$ cat config.mk
export PLATFORM = sky130hd
export DESIGN_NAME = step_drive
export DESIGN_NICKNAME = d
export VERILOG_FILES = /design/src/rtl/step_drive_pkg.sv /design/src/rtl/batt_mode_sampler.sv /design/src/rtl/step_scheduler.sv /design/src/rtl/pulse_former.sv /design/src/rtl/step_drive.sv
export SDC_FILE = /design/constraint.sdc
export NUM_CORES = 1
export LEC_CHECK = 0
export BUFFER_PORTS_ARGS = -buffer_cell sky130_fd_sc_hd__buf_2
export CORE_UTILIZATION = 50
export DETAILED_ROUTE_END_ITERATION = 8
export PLACE_DENSITY = 0.79
export SLEW_MARGIN = 10
export SYNTH_ARGS = -nofsm -noshare
export SYNTH_HDL_FRONTEND = slang
export SYNTH_HIERARCHICAL = 1
export SYNTH_SLANG_ARGS = --single-unit
$ cat constraint.sdc
create_clock -name clk -period 4.7 [get_ports clk]
set_input_delay 0.94 -clock clk [delete_from_list [all_inputs] [get_ports clk]]
set_output_delay 0.94 -clock clk [all_outputs]
set_load 0.1 [all_outputs]
$ cat src/rtl/step_drive_pkg.sv
package step_drive_pkg;
  typedef enum logic [1:0] {
    BATT_SILVER = 2'd0,
    BATT_LITH   = 2'd1,
    BATT_EOL    = 2'd2
  } batt_mode_t;
endpackage

$ cat src/rtl/batt_mode_sampler.sv
module batt_mode_sampler
  import step_drive_pkg::*;
#(
  parameter int FIRST_SAMPLE    = 983,
  parameter int SAMPLE_INTERVAL = 1966080
) (
  input  logic       clk,
  input  logic       rst,
  input  logic       tick,
  input  logic       batt_lith,
  input  logic       batt_eol,
  output batt_mode_t mode
);
  localparam int LIM_MAX = (FIRST_SAMPLE > SAMPLE_INTERVAL) ? FIRST_SAMPLE : SAMPLE_INTERVAL;
  localparam int CW      = $clog2(LIM_MAX + 1);

  logic [CW-1:0] cnt;
  logic          first;
  logic          fire;

  assign fire = tick && (cnt == (first ? CW'(FIRST_SAMPLE - 1) : CW'(SAMPLE_INTERVAL - 1)));

  always_ff @(posedge clk) begin
    if (rst) begin
      cnt   <= '0;
      first <= 1'b1;
      mode  <= BATT_SILVER;
    end else if (fire) begin
      cnt   <= '0;
      first <= 1'b0;
      mode  <= batt_lith ? BATT_LITH : (batt_eol ? BATT_EOL : BATT_SILVER);
    end else if (tick) begin
      cnt <= cnt + CW'(1);
    end
  end

  // mode moves only on a sample tick
  assert_mode_only_on_sample_R6: assert property (@(posedge clk) disable iff (rst)
    !fire |=> $stable(mode));
endmodule

$ cat src/rtl/step_scheduler.sv
module step_scheduler
  import step_drive_pkg::*;
#(
  parameter int PW          = 16,
  parameter int BURST_STEP  = 2048,
  parameter int BURST_LEN   = 4,
  parameter int BURST_EVERY = 4
) (
  input  logic          clk,
  input  logic          rst,
  input  logic          tick,
  input  logic          halt,
  input  logic [PW-1:0] period,
  input  batt_mode_t    mode,
  output logic          start
);
  localparam int BW = $clog2(BURST_STEP + 1);
  localparam int LW = $clog2(BURST_LEN + 1);
  localparam int EW = (BURST_EVERY > 1) ? $clog2(BURST_EVERY) : 1;

  logic [PW-1:0] pcnt;
  logic [EW-1:0] grp;
  logic [LW-1:0] left;
  logic [BW-1:0] bstep;
  logic          bnd, burst_due, in_eol, grp_last;

  assign in_eol    = (mode == BATT_EOL);
  assign grp_last  = (grp == EW'(BURST_EVERY - 1));
  assign bnd       = tick && !halt && (pcnt == period - PW'(1));
  assign burst_due = tick && !halt && (left != '0) && (bstep == BW'(BURST_STEP - 1));
  assign start     = burst_due || (bnd && (!in_eol || grp_last));

  always_ff @(posedge clk) begin
    if (rst || halt) begin
      pcnt  <= '0;
      grp   <= '0;
      left  <= '0;
      bstep <= '0;
    end else if (tick) begin
      pcnt <= bnd ? '0 : pcnt + PW'(1);
      if (bnd) grp <= grp_last ? '0 : grp + EW'(1);
      if (bnd && in_eol && grp_last) begin
        left  <= LW'(BURST_LEN - 1);
        bstep <= '0;
      end else if (left != '0) begin
        if (bstep == BW'(BURST_STEP - 1)) begin
          left  <= left - LW'(1);
          bstep <= '0;
        end else begin
          bstep <= bstep + BW'(1);
        end
      end
    end
  end

  // no pulse may be requested while halted
  assert_halt_no_start_R9: assert property (@(posedge clk) disable iff (rst)
    halt |-> !start);
  // a request only ever coincides with a tick
  assert_start_on_tick_R4: assert property (@(posedge clk) disable iff (rst)
    start |-> tick);
endmodule

$ cat src/rtl/pulse_former.sv
module pulse_former
  import step_drive_pkg::*;
#(
  parameter int WW       = 8,
  parameter int CHOP_LEN = 4
) (
  input  logic          clk,
  input  logic          rst,
  input  logic          tick,
  input  logic          halt,
  input  logic          start,
  input  batt_mode_t    mode,
  input  logic [WW-1:0] pulse_width,
  output logic          drive,
  output logic          pol
);
  localparam int CHW = (CHOP_LEN > 1) ? $clog2(CHOP_LEN) : 1;

  logic           active;
  logic [WW-1:0]  wcnt;
  logic [CHW-1:0] cph;
  batt_mode_t     mlat;

  always_ff @(posedge clk) begin
    if (rst) begin
      active <= 1'b0;
      wcnt   <= '0;
      cph    <= '0;
      mlat   <= BATT_SILVER;
      pol    <= 1'b0;
    end else if (halt) begin
      active <= 1'b0;
    end else if (start && !active) begin
      active <= 1'b1;
      wcnt   <= '0;
      cph    <= '0;
      mlat   <= mode;
    end else if (tick && active) begin
      cph <= (cph == CHW'(CHOP_LEN - 1)) ? '0 : cph + CHW'(1);
      if (wcnt == pulse_width - WW'(1)) begin
        active <= 1'b0;
        pol    <= ~pol;
      end else begin
        wcnt <= wcnt + WW'(1);
      end
    end
  end

  assign drive = active && !((mlat == BATT_LITH) && (cph == CHW'(CHOP_LEN - 1)));

  // a completed pulse flips polarity
  assert_pol_flip_R3: assert property (@(posedge clk) disable iff (rst)
    ($fell(active) && !$past(halt)) |-> (pol != $past(pol)));
  // a dropped pulse keeps polarity
  assert_halt_keeps_pol_R9: assert property (@(posedge clk) disable iff (rst)
    halt |=> $stable(pol));
  // the captured mode is held while the pulse runs
  assert_mode_held_R8: assert property (@(posedge clk) disable iff (rst)
    active |=> (!active || $stable(mlat)));
endmodule

$ cat src/rtl/step_drive.sv
module step_drive
  import step_drive_pkg::*;
#(
  parameter int WW              = 8,
  parameter int PW              = 16,
  parameter int CHOP_LEN        = 4,
  parameter int BURST_STEP      = 2048,
  parameter int BURST_LEN       = 4,
  parameter int BURST_EVERY     = 4,
  parameter int FIRST_SAMPLE    = 983,
  parameter int SAMPLE_INTERVAL = 1966080
) (
  input  logic          clk,
  input  logic          rst,
  input  logic          tick,
  input  logic [WW-1:0] pulse_width,
  input  logic [PW-1:0] period,
  input  logic          batt_lith,
  input  logic          batt_eol,
  input  logic          halt,
  output logic          coil_a,
  output logic          coil_b,
  output logic          coil_a_oe,
  output logic          coil_b_oe
);
  batt_mode_t mode;
  logic       start, drive, pol, oe_q;

  batt_mode_sampler #(
    .FIRST_SAMPLE(FIRST_SAMPLE), .SAMPLE_INTERVAL(SAMPLE_INTERVAL)
  ) u_sampler (
    .clk(clk), .rst(rst), .tick(tick),
    .batt_lith(batt_lith), .batt_eol(batt_eol), .mode(mode)
  );

  step_scheduler #(
    .PW(PW), .BURST_STEP(BURST_STEP), .BURST_LEN(BURST_LEN), .BURST_EVERY(BURST_EVERY)
  ) u_sched (
    .clk(clk), .rst(rst), .tick(tick), .halt(halt),
    .period(period), .mode(mode), .start(start)
  );

  pulse_former #(
    .WW(WW), .CHOP_LEN(CHOP_LEN)
  ) u_former (
    .clk(clk), .rst(rst), .tick(tick), .halt(halt), .start(start),
    .mode(mode), .pulse_width(pulse_width), .drive(drive), .pol(pol)
  );

  always_ff @(posedge clk) begin
    if (rst) begin
      coil_a <= 1'b0;
      coil_b <= 1'b0;
      oe_q   <= 1'b1;
    end else begin
      coil_a <= drive && !pol && !halt;
      coil_b <= drive &&  pol && !halt;
      oe_q   <= !halt;
    end
  end

  assign coil_a_oe = oe_q;
  assign coil_b_oe = oe_q;

  // never both terminals high
  assert_coils_exclusive_R3: assert property (@(posedge clk) disable iff (rst)
    !(coil_a && coil_b));
  // halt releases the terminals on the next clock
  assert_halt_hiz_R9: assert property (@(posedge clk) disable iff (rst)
    halt |=> (!coil_a_oe && !coil_b_oe && !coil_a && !coil_b));
endmodule

==> impl_metrics.json, run 1 <==
{
  "cts_sinks": 74,
  "hold_viol": 0,
  "wl_per_cell_um": 14.8,
  "n_fill_cell": 787,
  "clk_latency_ns": 0.34,
  "synthTopCellsByArea": "dfxtp_1, xnor2_1, xor2_1",
  "synth-compound-area-share": 0.152,
  "path_clk_slew_ns": 0.08,
  "crit_chain": "buf_2 > inv_1 > ha_1 > or3b_2 > nor4bb_1 > xnor2_1 > o21a_1 > and4_1 > o21ai_0 > o21ai_0 > nand2_1 > nor2_1 > or2_2 > or4_1 > nand3_1",
  "synth_seq_area_share": 0.322,
  "gp_congestion": 0.895,
  "syn_nets": 591,
  "async_flop_share": 0,
  "drv_slew": 0,
  "die_w_um": 97.9,
  "syn_area_per_cell_um2": 8.35,
  "ys_types": 72,
  "p_leak_nw": 1.66,
  "rsz0062_at_grt": "false",
  "portBuffers": 33,
  "fin_setup_tns_ns": 0,
  "postSynthCellCount": 551,
  "synthToLayoutAreaGrowth_pct": 8.84,
  "num_rows": 34,
  "synth.area.mux_share": 0.0131,
  "antenna_found_initial": 0,
  "drive_gt1_frac": 0.139,
  "critPathKind": "in2reg",
  "slew_headroom": 0.346,
  "first_pass_iters": 7,
  "yosys.area_share.adder": 0.0272,
  "crit_slowest_cell": "or4_1",
  "drv_cap": 0,
  "h-tree-depth": 3,
  "crit_fanout": 11,
  "worst_pin_slew_ns": 0.981,
  "fmax_mhz": 247,
  "required_ns": 4.99,
  "initial_core_util": 0.522,
  "cts_buffer_depth": 2,
  "layout_commonest_cell": "dfxtp_1",
  "status": "finished, violations left",
  "die_area_um2": 9590,
  "synth_ff_type": "dfxtp_1",
  "grt_pass1_vias": 3846,
  "core_area_um2": 8810,
  "chipHeight_um": 97.9,
  "dp_hpwl_um": 7330,
  "cts_tree": "built",
  "cts-root-buf": "clkbuf_8",
  "critPathMaxStageDelay_ns": 0.52,
  "violations": "DRC",
  "synthSimpleGateAreaFrac": 0.329,
  "wl_um": 10100,
  "powerDensity_nw_per_um2": 264,
  "layout.nets": 612,
  "drcViolationCount": 4,
  "final_util": 0.568,
  "drtAntennaViolNets": 0,
  "fin_skew_ns": 0.0124,
  "ioPinCount": 34,
  "gr-total-overflow": 0,
  "via_per_inst": 5.99,
  "final_cell_mix": "dfxtp_1, nand2_1, nor2_1",
  "cts_buffers": 9,
  "placed_area_um2": 4770,
  "synth_top_area_share": 0.322,
  "grt_pass1_wl_um": 17100,
  "antenna_cells": 0,
  "final_area_um2": 5010,
  "finalCriticalPeriod_ns": 4.05,
  "drt_iter0_markers": 193,
  "peakVddDrop_v": 0.000243,
  "ys_seq_elements": 74,
  "crit_top_cell": "o21ai_0",
  "grt_max_degree": 43,
  "cp-end-kind": "register",
  "cp-start-kind": "primary input",
  "via_count": 4098,
  "synth-xor-area-share": 0.112,
  "period_share": 0.861,
  "setup_violations": 0,
  "synth_edf_count": 0,
  "cts.repair.resized": 0,
  "arrival_ns": 4.34,
  "hp-class": "reg2reg",
  "synth.largest_area_cell": "dfxtp_1",
  "cts_hold_buf": 0,
  "track_usage": 0.217,
  "dp_slack_ns": 0.372,
  "syn_area_um2": 4600,
  "ys_warn_count": 6,
  "synth_top_family_by_area": "simple AND/OR/NAND/NOR gates",
  "setup_ws_ns": 0.652,
  "postCtsSetupBuffers": 0
}
critical path, delay by kind of cell:
| family | cells | cell delay (ns) |
|---|---|---|
| xor+xnor | 1 | 0.13 |
| fa+ha+maj | 1 | 0.24 |
| buf+inv | 2 | 0.20 |
| compound gates | 3 | 0.35 |
| simple gates | 8 | 2.47 |
cell families after synthesis:
logic type	after synthesis
simple gates	266
xor+xnor	59
fa+ha+maj	10
flops	74
compound gates	93
buf+inv	43
mux	6
layer usage:
| metal | wire (µm) | track usage | vias up |
|---|---|---|---|
| li1 | - | - | 2045 |
| met1 | 4580 | 0.278 | 1937 |
| met2 | 4890 | 0.367 | 103 |
| met3 | 492 | 0.0401 | 13 |
| met4 | 137 | 0.0746 | 0 |
| met5 | 0 | 0 | - |
final cells by class:
class | count | area, µm² | share of cell area
Multi-Input combinational cell | 434 | 2910 | 0.581
Clock inverter | 5 | 104 | 0.0207
Tap cell | 108 | 135 | 0.0270
Inverter | 18 | 67.6 | 0.0135
Clock buffer | 10 | 128 | 0.0255
Timing Repair Buffer | 35 | 180 | 0.0360
Sequential cell | 74 | 1480 | 0.296
synthesized netlist by cell type, drive strengths merged (10+ instances only):
library cell / n
nand2: 55
clkbuf: 16
or3: 18
nor3: 31
nand4: 23
xnor2: 30
a21oi: 19
o21ai: 26
nor2: 37
ha: 10
nor4: 12
nand3: 25
dfxtp: 74
xor2: 29
inv: 18
metrics by stage:
step | instances | power, mW | hold slack, ns
after detailed placement | 669 | 0.755 | 0.470
after CTS | 684 | 1.33 | 0.483
after floorplan | 551 | 0.717 | 0.440
after global placement | 669 | 0.750 | 0.458
final | 684 | 1.32 | 0.480
after global routing | 684 | 1.37 | 0.506
state kept, by name, summed over array words and instances (netlist names):
signal,count
u_sampler/cnt,21
u_sched/pcnt,16
u_sched/bstep,12
u_former/wcnt,8
u_sched/left,3
u_former/cph,2
u_former/mlat,2
u_sampler/mode,2
u_sched/grp,2
coil_a,1
coil_a_oe,1
coil_b,1
u_former/active,1
u_former/pol,1
u_sampler/first,1
where the power goes:
| group | total (mW) | internal (mW) | switching [mW] |
|---|---|---|---|
| Combinational | 0.107 | 0.0395 | 0.0675 |
| Sequential | 0.634 | 0.629 | 0.00503 |
| Clock | 0.582 | 0.350 | 0.232 |
path summary, 6_finish.rpt:
path / cells after the start / end / slack [ns] / startpoint
setup / recovery: 15 / u_former/wcnt[5] / 0.65 / period[0]
hold / removal: 2 / u_sched/bstep[7] / 0.48 / u_sched/bstep[7]
setup reg to reg: 11 / u_former/wcnt[7] / 1.51 / u_sched/pcnt[13]
hold reg to reg: 2 / u_sched/bstep[7] / 0.48 / u_sched/bstep[7]
(Power assumes the default switching activity.)
==> run 2: changes to the inputs <==
- PLACE_DENSITY: 0.79 -> 0.68
==> run 2 against run 1 <==
Net effect:
- the run still ends with DRC left
- via count is 0.95% lower
- register-to-register slack got worse by 0.08 ns
- maximum frequency down 0.78%
- wire length shrank 1.7%
- non-clock buffer count unchanged
- setup slack lost 0.032 ns
- cell area fell by 1.2%
- clock-buffer cell count is 1 higher
- critical path depth unchanged
- hold slack worse by 0.0020 ns
- sequential cell count unchanged
- critical endpoint unchanged
- largest cell class unchanged
- largest power group unchanged
==> impl_metrics.json, run 2 (synthesized netlist as in run 1, its figures left out) <==
{
  "status": "finished, violations left",
  "violations": "DRC",
  "fin_setup_tns_ns": 0,
  "required_ns": 4.98,
  "cts_buffer_depth": 2,
  "via_count": 4059,
  "ioPinCount": 34,
  "fin_skew_ns": 0.0103,
  "hold_path_end": "u_former/mlat[1]",
  "largest_register_ffs": 21,
  "gr-total-overflow": 0,
  "track_usage": 0.218,
  "cts.repair.resized": 0,
  "cts_sinks": 74,
  "crit_slowest_cell": "or4_1",
  "wl_per_cell_um": 14.5,
  "grt_max_degree": 43,
  "chipHeight_um": 97.9,
  "p_leak_nw": 1.63,
  "peakVddDrop_v": 0.000187,
  "final_cell_mix": "dfxtp_1, nand2_1, nor2_1",
  "cp-end-kind": "register",
  "fmax_mhz": 245,
  "num_rows": 34,
  "core_area_um2": 8810,
  "layout_commonest_cell": "dfxtp_1",
  "cts_tree": "built",
  "synthToLayoutAreaGrowth_pct": 7.54,
  "drv_cap": 0,
  "hold_viol": 0,
  "drtAntennaViolNets": 0,
  "hp-start": "u_former/mlat[1]",
  "cts-root-buf": "clkbuf_8",
  "finalCriticalPeriod_ns": 4.08,
  "grt_pass1_wl_um": 17200,
  "first_pass_iters": 7,
  "powerDensity_nw_per_um2": 238,
  "reg_top3": "u_sampler/cnt (21), u_sched/pcnt (16), u_sched/bstep (12)",
  "die_w_um": 97.9,
  "hold_path_depth": 2,
  "drv_slew": 0,
  "hp-class": "reg2reg",
  "antenna_found_initial": 0,
  "rr_worst_depth": 11,
  "crit_fanout": 11,
  "arrival_ns": 4.36,
  "worst-r2r-setup-slack_ns": 1.43,
  "n_fill_cell": 820,
  "r2r-end": "u_former/wcnt[7]",
  "die_area_um2": 9590,
  "gp_congestion": 0.901,
  "clk_latency_ns": 0.34,
  "drcViolationCount": 5,
  "setup_ws_ns": 0.620,
  "via_per_inst": 5.93,
  "slew_headroom": 0.347,
  "wl_um": 9930,
  "grt_pass1_vias": 3813,
  "r2r-start": "u_sched/pcnt[13]",
  "drive_gt1_frac": 0.140,
  "cts_buffers": 9,
  "antenna_cells": 0,
  "layout.nets": 612,
  "dp_hpwl_um": 7210,
  "top_register": "u_sampler/cnt",
  "final_util": 0.562,
  "cts_hold_buf": 0,
  "critPathMaxStageDelay_ns": 0.50,
  "cp-start-kind": "primary input",
  "portBuffers": 33,
  "h-tree-depth": 3,
  "setup_violations": 0,
  "postCtsSetupBuffers": 0,
  "initial_core_util": 0.522,
  "crit_top_cell": "o21ai_0",
  "path_clk_slew_ns": 0.07,
  "critPathKind": "in2reg",
  "period_share": 0.868,
  "dp_slack_ns": 0.336,
  "drt_iter0_markers": 156,
  "worst_pin_slew_ns": 0.979,
  "rsz0062_at_grt": "false",
  "crit_chain": "buf_2 > inv_1 > ha_1 > or3b_2 > nor4bb_1 > xnor2_1 > o21a_1 > and4_1 > o21ai_0 > o21ai_0 > nand2_1 > nor2_1 > or2_2 > or4_1 > nand3_1"
}
-- run 2: how the worst max path moves through the flow --
| stage | endpoint | from | cells past startpoint | slack (ns) |
|---|---|---|---|---|
| after floorplan | u_former/wcnt[7] | period[0] | 15 | 0.90 |
| after global placement | u_former/wcnt[5] | period[0] | 15 | 0.49 |
| after detailed placement | u_former/wcnt[5] | period[0] | 15 | 0.34 |
| after CTS | u_former/wcnt[5] | period[0] | 15 | 0.67 |
| after global routing | u_former/wcnt[5] | period[0] | 15 | 0.42 |
| final | u_former/wcnt[5] | period[0] | 15 | 0.62 |
-- run 2: through the flow --
stage / cell area [µm²] / total power [mW] / instances / hold WS [ns]
6_report: 4950 / 1.18 / 685 / 0.478
5_1_grt: 4950 / 1.23 / 685 / 0.520
4_1_cts: 4950 / 1.19 / 685 / 0.479
3_5_place_dp: 4770 / 0.754 / 669 / 0.469
3_3_place_gp: 4770 / 0.751 / 669 / 0.457
2_1_floorplan: 4600 / 0.717 / 551 / 0.440
-- run 2: cell type report --
type                    count  area (µm²)  area share
clock inverters             5        30.0     0.00607
inverters                  18        67.6      0.0137
multi-input cells         434        2910       0.588
well taps                 108         135      0.0273
flip-flops and latches     74        1480       0.300
clock buffers              11         141      0.0286
repair buffers             35         180      0.0364
-- run 2: power by group --
part	switching [mW]	total, mW	internal [mW]
Sequential	0.00427	0.634	0.629
Clock	0.231	0.434	0.203
Combinational	0.0676	0.107	0.0395
-- run 2: metal layers --
layer / part of all wire / track usage / routed length [µm]
met4: 0.011 / 0.0606 / 113
met1: 0.48 / 0.281 / 4790
met3: 0.038 / 0.0429 / 381
met2: 0.47 / 0.369 / 4640
met5: 0 / 0 / 0
-- run 2: worst max-delay path: cells and delay by family --
family,cells,cell delay [ns]
compound gates,3,0.36
xor+xnor,1,0.13
fa+ha+maj,1,0.24
buf+inv,2,0.21
simple gates,8,2.47
==> run 3: changes to the inputs <==
- BUFFER_PORTS_ARGS: -buffer_cell sky130_fd_sc_hd__buf_2 -> not set
- DONT_BUFFER_PORTS: not set -> 1
- PLACE_DENSITY: 0.68 -> not set
==> run 3 against run 2 <==
Net effect:
- highest routed layer unchanged
- hold slack improved by 0.00070 ns
- critical endpoint unchanged
- clock power increased by 8.8%
- maximum frequency increased by 5.6%
- final cell count decreased by 5.0%
- sequential share of layout area increased by 1.1 points
- sequential cell count unchanged
- the run still ends with DRC left
==> impl_metrics.json, run 3 (synthesized netlist as in run 1, its figures left out) <==
{
  "required_ns": 4.99,
  "status": "finished, violations left",
  "cts_sinks": 74,
  "cts_buffer_depth": 2,
  "portBuffers": 0,
  "track_usage": 0.206,
  "power.total_mw": 1.17,
  "crit_fanout": 11,
  "gp_congestion": 0.828,
  "critPathMaxStageDelay_ns": 0.51,
  "initial_core_util": 0.522,
  "fin_skew_ns": 0.00962,
  "worst-r2r-setup-slack_ns": 1.53,
  "slew_headroom": 0.324,
  "peakVddDrop_v": 0.000208,
  "core_area_um2": 8810,
  "setup_violations": 0,
  "cp-end-kind": "register",
  "period_share": 0.822,
  "drv_slew": 0,
  "top_register": "u_sampler/cnt",
  "via_count": 3850,
  "powerDensity_nw_per_um2": 246,
  "hold_path_depth": 2,
  "r2r-end": "u_former/wcnt[7]",
  "die_w_um": 97.9,
  "final_cells": 651,
  "crit_top_cell": "o21ai_0",
  "cts_hold_buf": 0,
  "violations": "DRC",
  "via_per_inst": 5.91,
  "fin_setup_tns_ns": 0,
  "dp_hpwl_um": 6820,
  "cts.repair.resized": 0,
  "num_rows": 34,
  "setup.worst_path.end": "u_former/wcnt[5]",
  "critPathKind": "in2reg",
  "path_clk_slew_ns": 0.07,
  "drtAntennaViolNets": 0,
  "chipHeight_um": 97.9,
  "drcViolationCount": 3,
  "cp-start-kind": "primary input",
  "drv_cap": 0,
  "grt_max_degree": 43,
  "cts_tree": "built",
  "ioPinCount": 34,
  "p_leak_nw": 1.50,
  "fmax_mhz": 259,
  "postCtsSetupBuffers": 0,
  "crit_chain": "inv_1 > ha_1 > or3b_2 > nor4bb_1 > xnor2_1 > o21a_1 > and4_1 > o21ai_0 > o21ai_0 > nand2_1 > nor2_1 > or2_2 > or4_1 > nand3_1",
  "reg_top3": "u_sampler/cnt (21), u_sched/pcnt (16), u_sched/bstep (12)",
  "largest_register_ffs": 21,
  "cts_buffers": 9,
  "hp-class": "reg2reg",
  "r2r-start": "u_sched/pcnt[13]",
  "place_inst": 635,
  "wl_per_cell_um": 14.4,
  "drt_iter0_markers": 96,
  "finalCriticalPeriod_ns": 3.86,
  "h-tree-depth": 3,
  "layout_commonest_cell": "dfxtp_1",
  "layout.nets": 578,
  "synthToLayoutAreaGrowth_pct": 3.97,
  "antenna_cells": 0,
  "drive_gt1_frac": 0.0829,
  "clk_latency_ns": 0.34,
  "final_cell_mix": "dfxtp_1, nand2_1, nor2_1",
  "cts-root-buf": "clkbuf_8",
  "wl_um": 9400,
  "arrival_ns": 4.15,
  "gr-total-overflow": 0,
  "crit_path_start": "period[0]",
  "grt_pass1_vias": 3642,
  "hold_viol": 0,
  "worst_pin_slew_ns": 1.01,
  "antenna_found_initial": 0,
  "rsz0062_at_grt": "false",
  "die_area_um2": 9590,
  "crit_slowest_cell": "or4_1",
  "grt_pass1_wl_um": 16300,
  "final_util": 0.543,
  "rr_worst_depth": 11,
  "first_pass_iters": 6
}
## run 3: cell types whose count changed in the layout (fill, tap and decap cells not counted), sizes merged
cell	previous run	this run
clkinv	3	2
bufinv	0	1
clkbuf	11	13
clkinvlp	2	0
buf	35	1
## run 3: worst min-delay path by stage
| stage | from | to | slack (ns) |
|---|---|---|---|
| after global placement | u_sched/bstep[7] | u_sched/bstep[7] | 0.46 |
| after floorplan | u_sampler/mode[0] | u_former/mlat[0] | 0.44 |
| after global routing | u_former/cph[0] | u_former/cph[0] | 0.52 |
| after CTS | u_sampler/mode[0] | u_former/mlat[0] | 0.48 |
| final | u_sampler/mode[0] | u_former/mlat[0] | 0.48 |
| after detailed placement | u_sampler/mode[0] | u_former/mlat[0] | 0.46 |
## run 3: per-stage QoR
step / setup slack [ns] / cell area (µm²) / hold slack, ns
6_report: 0.837 / 4780 / 0.478
5_1_grt: 0.550 / 4780 / 0.516
4_1_cts: 0.864 / 4780 / 0.475
3_5_place_dp: 0.519 / 4600 / 0.463
3_3_place_gp: 0.651 / 4600 / 0.461
2_1_floorplan: 0.905 / 4600 / 0.440
## run 3: final cells by class
type                            instances  area, µm²
Tap cell                              108        135
Multi-Input combinational cell        434       2910
Timing Repair Buffer                    1       7.51
Sequential cell                        74       1480
Clock inverter                          3       40.0
Inverter                               18       67.6
Clock buffer                           13        139
Fill cell                             847       4020
## run 3: metal layers
metal,vias to the layer above,wire [µm],global-route usage,part of all wire
met2,48,4350,0.346,0.46
li1,1980,-,-,-
met4,0,96,0.0490,0.010
met5,-,0,0,0
met3,10,305,0.0501,0.032
met1,1812,4650,0.265,0.49
## run 3: critical path: cells and delay by family
family	cells	cell delay, ns
AND/OR/NAND/NOR	8	2.44
AO/OA/AOI/OAI	3	0.36
adder cells (fa/ha/maj)	1	0.24
XOR/XNOR	1	0.10
buffers and inverters	1	0.04
## run 3: report_power, final
| group | switching (mW) | total (mW) | internal [mW] |
|---|---|---|---|
| combinational | 0.0317 | 0.0621 | 0.0304 |
| sequential | 0.0110 | 0.641 | 0.629 |
| clock | 0.227 | 0.472 | 0.245 |
